`src/rtl/rtw_pkg.sv`:
```
`timescale 1ns/1ps
package rtw_pkg;
  typedef enum logic [2:0] {
    ST_IDLE  = 3'd0,
    ST_ISSUE = 3'd1,
    ST_WAIT  = 3'd2,
    ST_EVAL  = 3'd3,
    ST_DONE  = 3'd4
  } walk_st_e;

  typedef enum logic [1:0] {
    FLT_NONE   = 2'd0,
    FLT_CONFIG = 2'd1,
    FLT_NOENT  = 2'd2
  } flt_e;

  localparam int ENT_W     = 64;
  localparam int VALID_BIT = 63;
  localparam int LEAF_BIT  = 62;
  localparam int ISZ_W     = 5;
  localparam int NB_LO     = 8;
  localparam int MIN_ISZ   = 5;
endpackage

```
`src/rtl/rtw_rst_sync.sv`:
```
`timescale 1ns/1ps
// Asynchronous assertion, synchronous two-stage release.
module rtw_rst_sync (
  input  logic clk,
  input  logic rst_n_i,
  output logic rst_n_o
);
  logic meta_q;
  logic sync_q;

  always_ff @(posedge clk or negedge rst_n_i) begin
    if (!rst_n_i) begin
      meta_q <= 1'b0;
      sync_q <= 1'b0;
    end else begin
      meta_q <= 1'b1;
      sync_q <= meta_q;
    end
  end

  assign rst_n_o = sync_q;
endmodule

```
`src/rtl/rtw_index.sv`:
```
`timescale 1ns/1ps
// Forms the address of the entry selected by one tree level and
// judges whether the level's index width is usable.
module rtw_index #(
  parameter int EA_W    = 64,
  parameter int PA_W    = 56,
  parameter int EXP_W   = 6,
  parameter int ISZ_W   = 5,
  parameter int MIN_ISZ = 5
) (
  input  logic [EA_W-1:0]  ea,
  input  logic [PA_W-1:0]  base,
  input  logic [EXP_W-1:0] sz_exp,
  input  logic [ISZ_W-1:0] isz,
  output logic [PA_W-1:0]  ent_addr,
  output logic             cfg_ok
);
  logic [EXP_W-1:0] shamt;
  logic [EA_W-1:0]  shifted;
  logic [EA_W-1:0]  idx_mask;
  logic [EA_W-1:0]  index;
  logic [PA_W-1:0]  base_al;

  always_comb begin
    shamt    = sz_exp - EXP_W'(isz);
    shifted  = ea >> shamt;
    idx_mask = (EA_W'(1) << isz) - EA_W'(1);
    index    = shifted & idx_mask;
    base_al  = {base[PA_W-1:3], 3'b000};
    ent_addr = base_al + PA_W'(index << 3);
    cfg_ok   = (isz >= ISZ_W'(MIN_ISZ)) && (EXP_W'(isz) <= sz_exp);
  end
endmodule

```
`src/rtl/rtw_leaf.sv`:
```
`timescale 1ns/1ps
// Merges the leaf's page number with the in-page offset of the address.
module rtw_leaf #(
  parameter int PA_W  = 56,
  parameter int EXP_W = 6
) (
  input  logic [PA_W-1:0]  ea_lo,
  input  logic [PA_W-1:0]  page_bits,
  input  logic [EXP_W-1:0] sz_exp,
  output logic [PA_W-1:0]  raddr
);
  logic [PA_W-1:0] off_mask;

  always_comb begin
    // A shift of PA_W or more gives zero, so the mask becomes all ones.
    off_mask = (PA_W'(1) << sz_exp) - PA_W'(1);
    raddr    = (page_bits & ~off_mask) | (ea_lo & off_mask);
  end
endmodule

```
`src/rtl/rtw_walker.sv`:
```
`timescale 1ns/1ps
module rtw_walker #(
  parameter int EA_W    = 64,
  parameter int PA_W    = 56,
  parameter int EXP_W   = 6,
  parameter int MAX_LVL = 8
) (
  input  logic                    clk,
  input  logic                    rst_n,
  input  logic                    start_i,
  input  logic [EA_W-1:0]         ea_i,
  input  logic [PA_W-1:0]         root_base_i,
  input  logic [rtw_pkg::ISZ_W-1:0] root_isz_i,
  input  logic [EXP_W-1:0]        root_exp_i,
  output logic                    busy_o,
  output logic                    done_o,
  output logic [1:0]              fault_o,
  output logic [PA_W-1:0]         raddr_o,
  output logic [EXP_W-1:0]        psize_o,
  output logic [rtw_pkg::ENT_W-1:0] leaf_o,
  output logic [PA_W-1:0]         leaf_addr_o,
  output logic                    mem_req_o,
  output logic [PA_W-1:0]         mem_addr_o,
  input  logic                    mem_gnt_i,
  input  logic                    mem_rvalid_i,
  input  logic [rtw_pkg::ENT_W-1:0] mem_rdata_i
);
  import rtw_pkg::*;

  localparam int LVL_W = (MAX_LVL > 1) ? $clog2(MAX_LVL) : 1;
  localparam logic [LVL_W-1:0] LAST_LVL = LVL_W'(MAX_LVL - 1);

  logic rst_n_s;

  rtw_rst_sync u_rst (
    .clk     (clk),
    .rst_n_i (rst_n),
    .rst_n_o (rst_n_s)
  );

  // Control state
  walk_st_e         state_q, state_d;
  flt_e             fault_q, fault_d;
  logic [LVL_W-1:0] lvl_q, lvl_d;

  // Walk context
  logic [EA_W-1:0]  ea_q;
  logic [EXP_W-1:0] exp_q;
  logic [ISZ_W-1:0] isz_q;
  logic [PA_W-1:0]  addr_q;
  logic [ENT_W-1:0] pte_q;

  // Results
  logic [PA_W-1:0]  raddr_q;
  logic [EXP_W-1:0] psize_q;
  logic [ENT_W-1:0] leaf_q;
  logic [PA_W-1:0]  leaf_addr_q;

  // Clock enables
  logic ctx_ld, pte_ld, res_ld, flt_ld;

  // Shared index unit inputs
  logic [EA_W-1:0]  sel_ea;
  logic [PA_W-1:0]  sel_base;
  logic [EXP_W-1:0] sel_exp;
  logic [ISZ_W-1:0] sel_isz;
  logic [PA_W-1:0]  idx_addr;
  logic             idx_ok;
  logic [EXP_W-1:0] exp_rem;
  logic [PA_W-1:0]  leaf_ra;

  assign exp_rem = exp_q - EXP_W'(isz_q);

  always_comb begin
    if (state_q == ST_IDLE) begin
      sel_ea   = ea_i;
      sel_base = root_base_i;
      sel_exp  = root_exp_i;
      sel_isz  = root_isz_i;
    end else begin
      sel_ea   = ea_q;
      sel_base = {pte_q[PA_W-1:NB_LO], {NB_LO{1'b0}}};
      sel_exp  = exp_rem;
      sel_isz  = pte_q[ISZ_W-1:0];
    end
  end

  rtw_index #(
    .EA_W    (EA_W),
    .PA_W    (PA_W),
    .EXP_W   (EXP_W),
    .ISZ_W   (ISZ_W),
    .MIN_ISZ (MIN_ISZ)
  ) u_index (
    .ea       (sel_ea),
    .base     (sel_base),
    .sz_exp   (sel_exp),
    .isz      (sel_isz),
    .ent_addr (idx_addr),
    .cfg_ok   (idx_ok)
  );

  rtw_leaf #(
    .PA_W  (PA_W),
    .EXP_W (EXP_W)
  ) u_leaf (
    .ea_lo     (ea_q[PA_W-1:0]),
    .page_bits (pte_q[PA_W-1:0]),
    .sz_exp    (exp_rem),
    .raddr     (leaf_ra)
  );

  // Next-state process
  always_comb begin
    state_d = state_q;
    fault_d = fault_q;
    lvl_d   = lvl_q;
    ctx_ld  = 1'b0;
    pte_ld  = 1'b0;
    res_ld  = 1'b0;
    flt_ld  = 1'b0;
    unique case (state_q)
      ST_IDLE: begin
        if (start_i) begin
          ctx_ld = 1'b1;
          flt_ld = 1'b1;
          lvl_d  = '0;
          if (idx_ok) begin
            fault_d = FLT_NONE;
            state_d = ST_ISSUE;
          end else begin
            fault_d = FLT_CONFIG;
            state_d = ST_DONE;
          end
        end
      end
      ST_ISSUE: begin
        if (mem_gnt_i) state_d = ST_WAIT;
      end
      ST_WAIT: begin
        if (mem_rvalid_i) begin
          pte_ld  = 1'b1;
          state_d = ST_EVAL;
        end
      end
      ST_EVAL: begin
        state_d = ST_DONE;
        if (!pte_q[VALID_BIT]) begin
          flt_ld  = 1'b1;
          fault_d = FLT_NOENT;
        end else if (pte_q[LEAF_BIT]) begin
          res_ld = 1'b1;
        end else if (lvl_q == LAST_LVL || !idx_ok) begin
          flt_ld  = 1'b1;
          fault_d = FLT_CONFIG;
        end else begin
          ctx_ld  = 1'b1;
          lvl_d   = lvl_q + LVL_W'(1);
          state_d = ST_ISSUE;
        end
      end
      ST_DONE: state_d = ST_IDLE;
      default: state_d = ST_IDLE;
    endcase
  end

  // Control registers
  always_ff @(posedge clk or negedge rst_n_s) begin
    if (!rst_n_s) begin
      state_q <= ST_IDLE;
      fault_q <= FLT_NONE;
      lvl_q   <= '0;
    end else begin
      state_q <= state_d;
      if (flt_ld) fault_q <= fault_d;
      if (ctx_ld) lvl_q   <= lvl_d;
    end
  end

  // Datapath registers
  always_ff @(posedge clk) begin
    if (ctx_ld) begin
      ea_q   <= sel_ea;
      exp_q  <= sel_exp;
      isz_q  <= sel_isz;
      addr_q <= idx_addr;
    end
    if (pte_ld) pte_q <= mem_rdata_i;
    if (res_ld) begin
      raddr_q     <= leaf_ra;
      psize_q     <= exp_rem;
      leaf_q      <= pte_q;
      leaf_addr_q <= addr_q;
    end
  end

  assign busy_o      = (state_q != ST_IDLE);
  assign done_o      = (state_q == ST_DONE);
  assign fault_o     = fault_q;
  assign raddr_o     = raddr_q;
  assign psize_o     = psize_q;
  assign leaf_o      = leaf_q;
  assign leaf_addr_o = leaf_addr_q;
  assign mem_req_o   = (state_q == ST_ISSUE);
  assign mem_addr_o  = addr_q;
endmodule

```
`config.mk`:
```
export PLATFORM = sky130hd
export DESIGN_NAME = rtw_walker
export DESIGN_NICKNAME = d
export VERILOG_FILES = /design/src/rtl/rtw_pkg.sv /design/src/rtl/rtw_rst_sync.sv /design/src/rtl/rtw_index.sv /design/src/rtl/rtw_leaf.sv /design/src/rtl/rtw_walker.sv
export SDC_FILE = /design/constraint.sdc
export NUM_CORES = 1
export LEC_CHECK = 0
export BUFFER_PORTS_ARGS = -buffer_cell sky130_fd_sc_hd__buf_2
export CAP_MARGIN = 20
export CORE_ASPECT_RATIO = 0.5
export CORE_MARGIN = 1.5
export CORE_UTILIZATION = 45
export DETAILED_ROUTE_END_ITERATION = 12
export MAX_ROUTING_LAYER = met4
export PLACE_DENSITY = 0.75
export SYNTH_ARGS = -nofsm -noshare
export SYNTH_HDL_FRONTEND = slang
export SYNTH_SLANG_ARGS = --single-unit
```
`constraint.sdc`:
```
create_clock -name clk -period 1.58 [get_ports clk]
set_input_delay 0.158 -clock clk [delete_from_list [all_inputs] [get_ports clk]]
set_output_delay 0.158 -clock clk [all_outputs]
set_load 0.05 [all_outputs]
```
==> impl_results.md <==
- Outcome: finished with violations
- Failing checks: negative hold slack, negative setup slack
- RR Startpoint: exp_q[0]
- 1st-iter DRT viols: 2565
- Most frequent cells after synthesis: edfxtp_1 (371), mux2i_1 (291), nand2_1 (287)
- Final instance count without filler cells: 4070
- IO Port Bufs: 433
- Full die area: 52100 µm²
- Worst Path Arrival: 6.72 ns
- Layout Nets: 3607
- Total CTS buffers: 36
- Netlist cell types: 84
- H-tree Lvls: 2
- Hold Crit Class: input pin to flop
- Synth Cell Area: 22800 µm²
- DR vias: 22700
- First-pass DRT Iterations: 6
- Syn avg cell area: 10.8 µm²
- Rel. slew slack: 43.6%
- Crit-path max FO: 5
- RD Place Congestion: 1.05
- Synth warnings: 0
- Top_reg_cell synth: edfxtp_1
- Layout cells sized above 1: 45.4%
- Flop2flop setup slack: -4.75 ns
- Final WL: 99000 µm
- RSZ-0062 raised after global routing: true
- Post-synthesis sequential area ratio: 50.0%
- Slowest CP cell: mux4_2
- Min-delay src: ea_i[51]
- Largest net degree at the start of global routing: 60
- Clk buf depth: 3
- Top-count cell post-synth: edfxtp_1
- CP peak stage delay: 0.63 ns
- Final Hold Viols: 10
- Initial antenna violation count: 12
- Final HPWL DP: 77500 µm
- Async SR Flop Fraction: 2.62%
- First-pass GRT wire length: 140000 µm
- CTS tree: built
- Clock-pin slew on the worst setup and hold paths: 0.07 ns
- Total grt overflow: 0
- Drt wl/cell: 24.3 µm
- Crit path time final: 6.33 ns
- Crit path launch: exp_q[0]
- Vias/cell: 5.57
- Number of synthesized flops with an enable pin: 371
- Core Util, Final: 69.7%
- Cell repeated most along the worst path: buf_4
- Initial core utilization: 45.5%
- Post-Syn Instances: 2104
- Startpoint type of the worst setup path: flop
- Post-synth top area cell: edfxtp_1
- CTS Root Cell: clkbuf_16
- Chip height: 162 µm
- Max Cap Viol: 0
- Clk Latency, worst-skew pair: 0.59 ns
- Row count: 58
- #FFs+latches synth: 381
- Vias in the first global route: 21900
- Setup-failing EPs final: 553
- Worst hold slack: -0.0547 ns
- Share of the synthesized area in the top cell type: 48.9%
- # hold bufs at CTS: 68
- Worst clock skew: 0.0297 ns
- Die W: 321 µm
- Max Clk Rate: 0.158 GHz
- Data required time of the worst path: 1.97 ns
- FILL cells: 3687
- Sink Count: 381
- CORE AREA: 50100 µm²
- Area contributors post-synth: edfxtp_1 (49%), mux2i_1 (13%), nand2_1 (4.7%)
- Crit. End Element: flop
- Worst Max-Slew Pin Slew: 0.846 ns
- Pre-CTS setup slack: -5.03 ns
- Fin. max-slew vios: 0
- Placed insts: 3860
- DRC viols: 0
- Setup ws final: -4.75 ns
- Synthesis-to-finish area growth: 53.2%
- Period utilization: 401%
- Global-route usage over all layers: 37.9%
- Setup Crit Path Kind: flop to flop
- Post-route antenna net violation count: 0
- I/O pins: 443
## per-stage QoR
step           instance area (µm²)  setup TNS (ns)
4_1_cts                      34200         -673.49
2_1_floorplan                23100        -1615.90
3_3_place_gp                 31400         -707.31
6_report                     34900         -702.14
5_1_grt                      34900         -756.58
3_5_place_dp                 31400         -717.09
## path summary, 6_finish.rpt
kind                                   to  depth (start not counted)
max                        mem_addr_o[52]                         28
min reg2reg                    state_q[1]                          0
max reg2reg                mem_addr_o[52]                         28
min in group asynchronous      state_q[1]                          0
max in group asynchronous    u_rst.meta_q                          3
min                              ea_q[51]                          3
## logic make-up (layout without fill, tap and decap cells)
logic type	after synthesis	after routing	synth area share, %
xor+xnor	66	66	2.68
compound gates	429	429	12.1
mux	354	354	16.2
fa+ha+maj	68	68	3.80
buf+inv	222	1469	3.95
flops	381	381	50.0
other cells	2	31	0.0329
simple gates	582	582	11.3
## critical path, delay by kind of cell (launching register included)
kind	cells	cell delay, ns
AO/OA/AOI/OAI	10	1.82
XOR/XNOR	2	0.44
adder cells (fa/ha/maj)	4	1.20
buffers and inverters	5	0.70
flip-flops	1	0.37
multiplexers	3	0.95
AND/OR/NAND/NOR	4	0.66
## sequential cells by signal, summed over array words and instances (netlist names)
name	flops
psize_o	6
leaf_o	64
state_q	3
mem_addr_o	53
pte_q	64
u_rst.meta_q	1
fault_o	2
raddr_o	56
isz_q	5
exp_q	6
leaf_addr_o	53
ea_q	64
lvl_q	3
u_rst.rst_n_o	1
## cells in the final DEF, fill, tap and decap left out, types with 17 or more instances in the layout
master and instances:
a21o_1 28, a21oi_1 111, a21oi_2 23, buf_12 27, buf_2 433, buf_4 729
buf_6 31, clkbuf_16 36, conb_1 18, dlygate4sd3_1 68, edfxtp_1 371, ha_1 51
inv_1 101, mux2_2 51, mux2i_1 270, nand2_1 282, nand2b_1 18, nand3_1 41
nor2_1 115, nor3_1 23, o211ai_1 17, o21ai_0 59, xnor2_1 36
## per-layer routing
layer | routed length (µm) | vias up | global-route usage (%)
li1 | - | 10200 | -
met3 | 11500 | 169 | 11.0
met2 | 42200 | 1224 | 53.8
met4 | 3140 | 0 | 11.3
met1 | 42200 | 11100 | 52.4
met5 | 0 | - | -
## timing repair
action                                 in CTS  in global routing
resized for setup                         153                 83
endpoints found under the hold margin      89                 10
buffers inserted                           29                 36
cloned                                      2                  0
pin swaps                                  61                 36
setup endpoints to repair                 556                568
## cell type report
class / instances / area [µm²] / share of cell area, %
multi-input combinational: 1517 / 11800 / 33.7
sequential: 381 / 11400 / 32.6
timing repair buffer: 1293 / 9330 / 26.7
clock buffer: 46 / 938 / 2.69
tap: 690 / 863 / 2.47
inverter: 110 / 424 / 1.21
clock inverter: 20 / 173 / 0.494
antenna: 13 / 32.5 / 0.0931
Power is not shown: default switching activity piles up to over one toggle a cycle in this logic, so the estimate is an artifact.
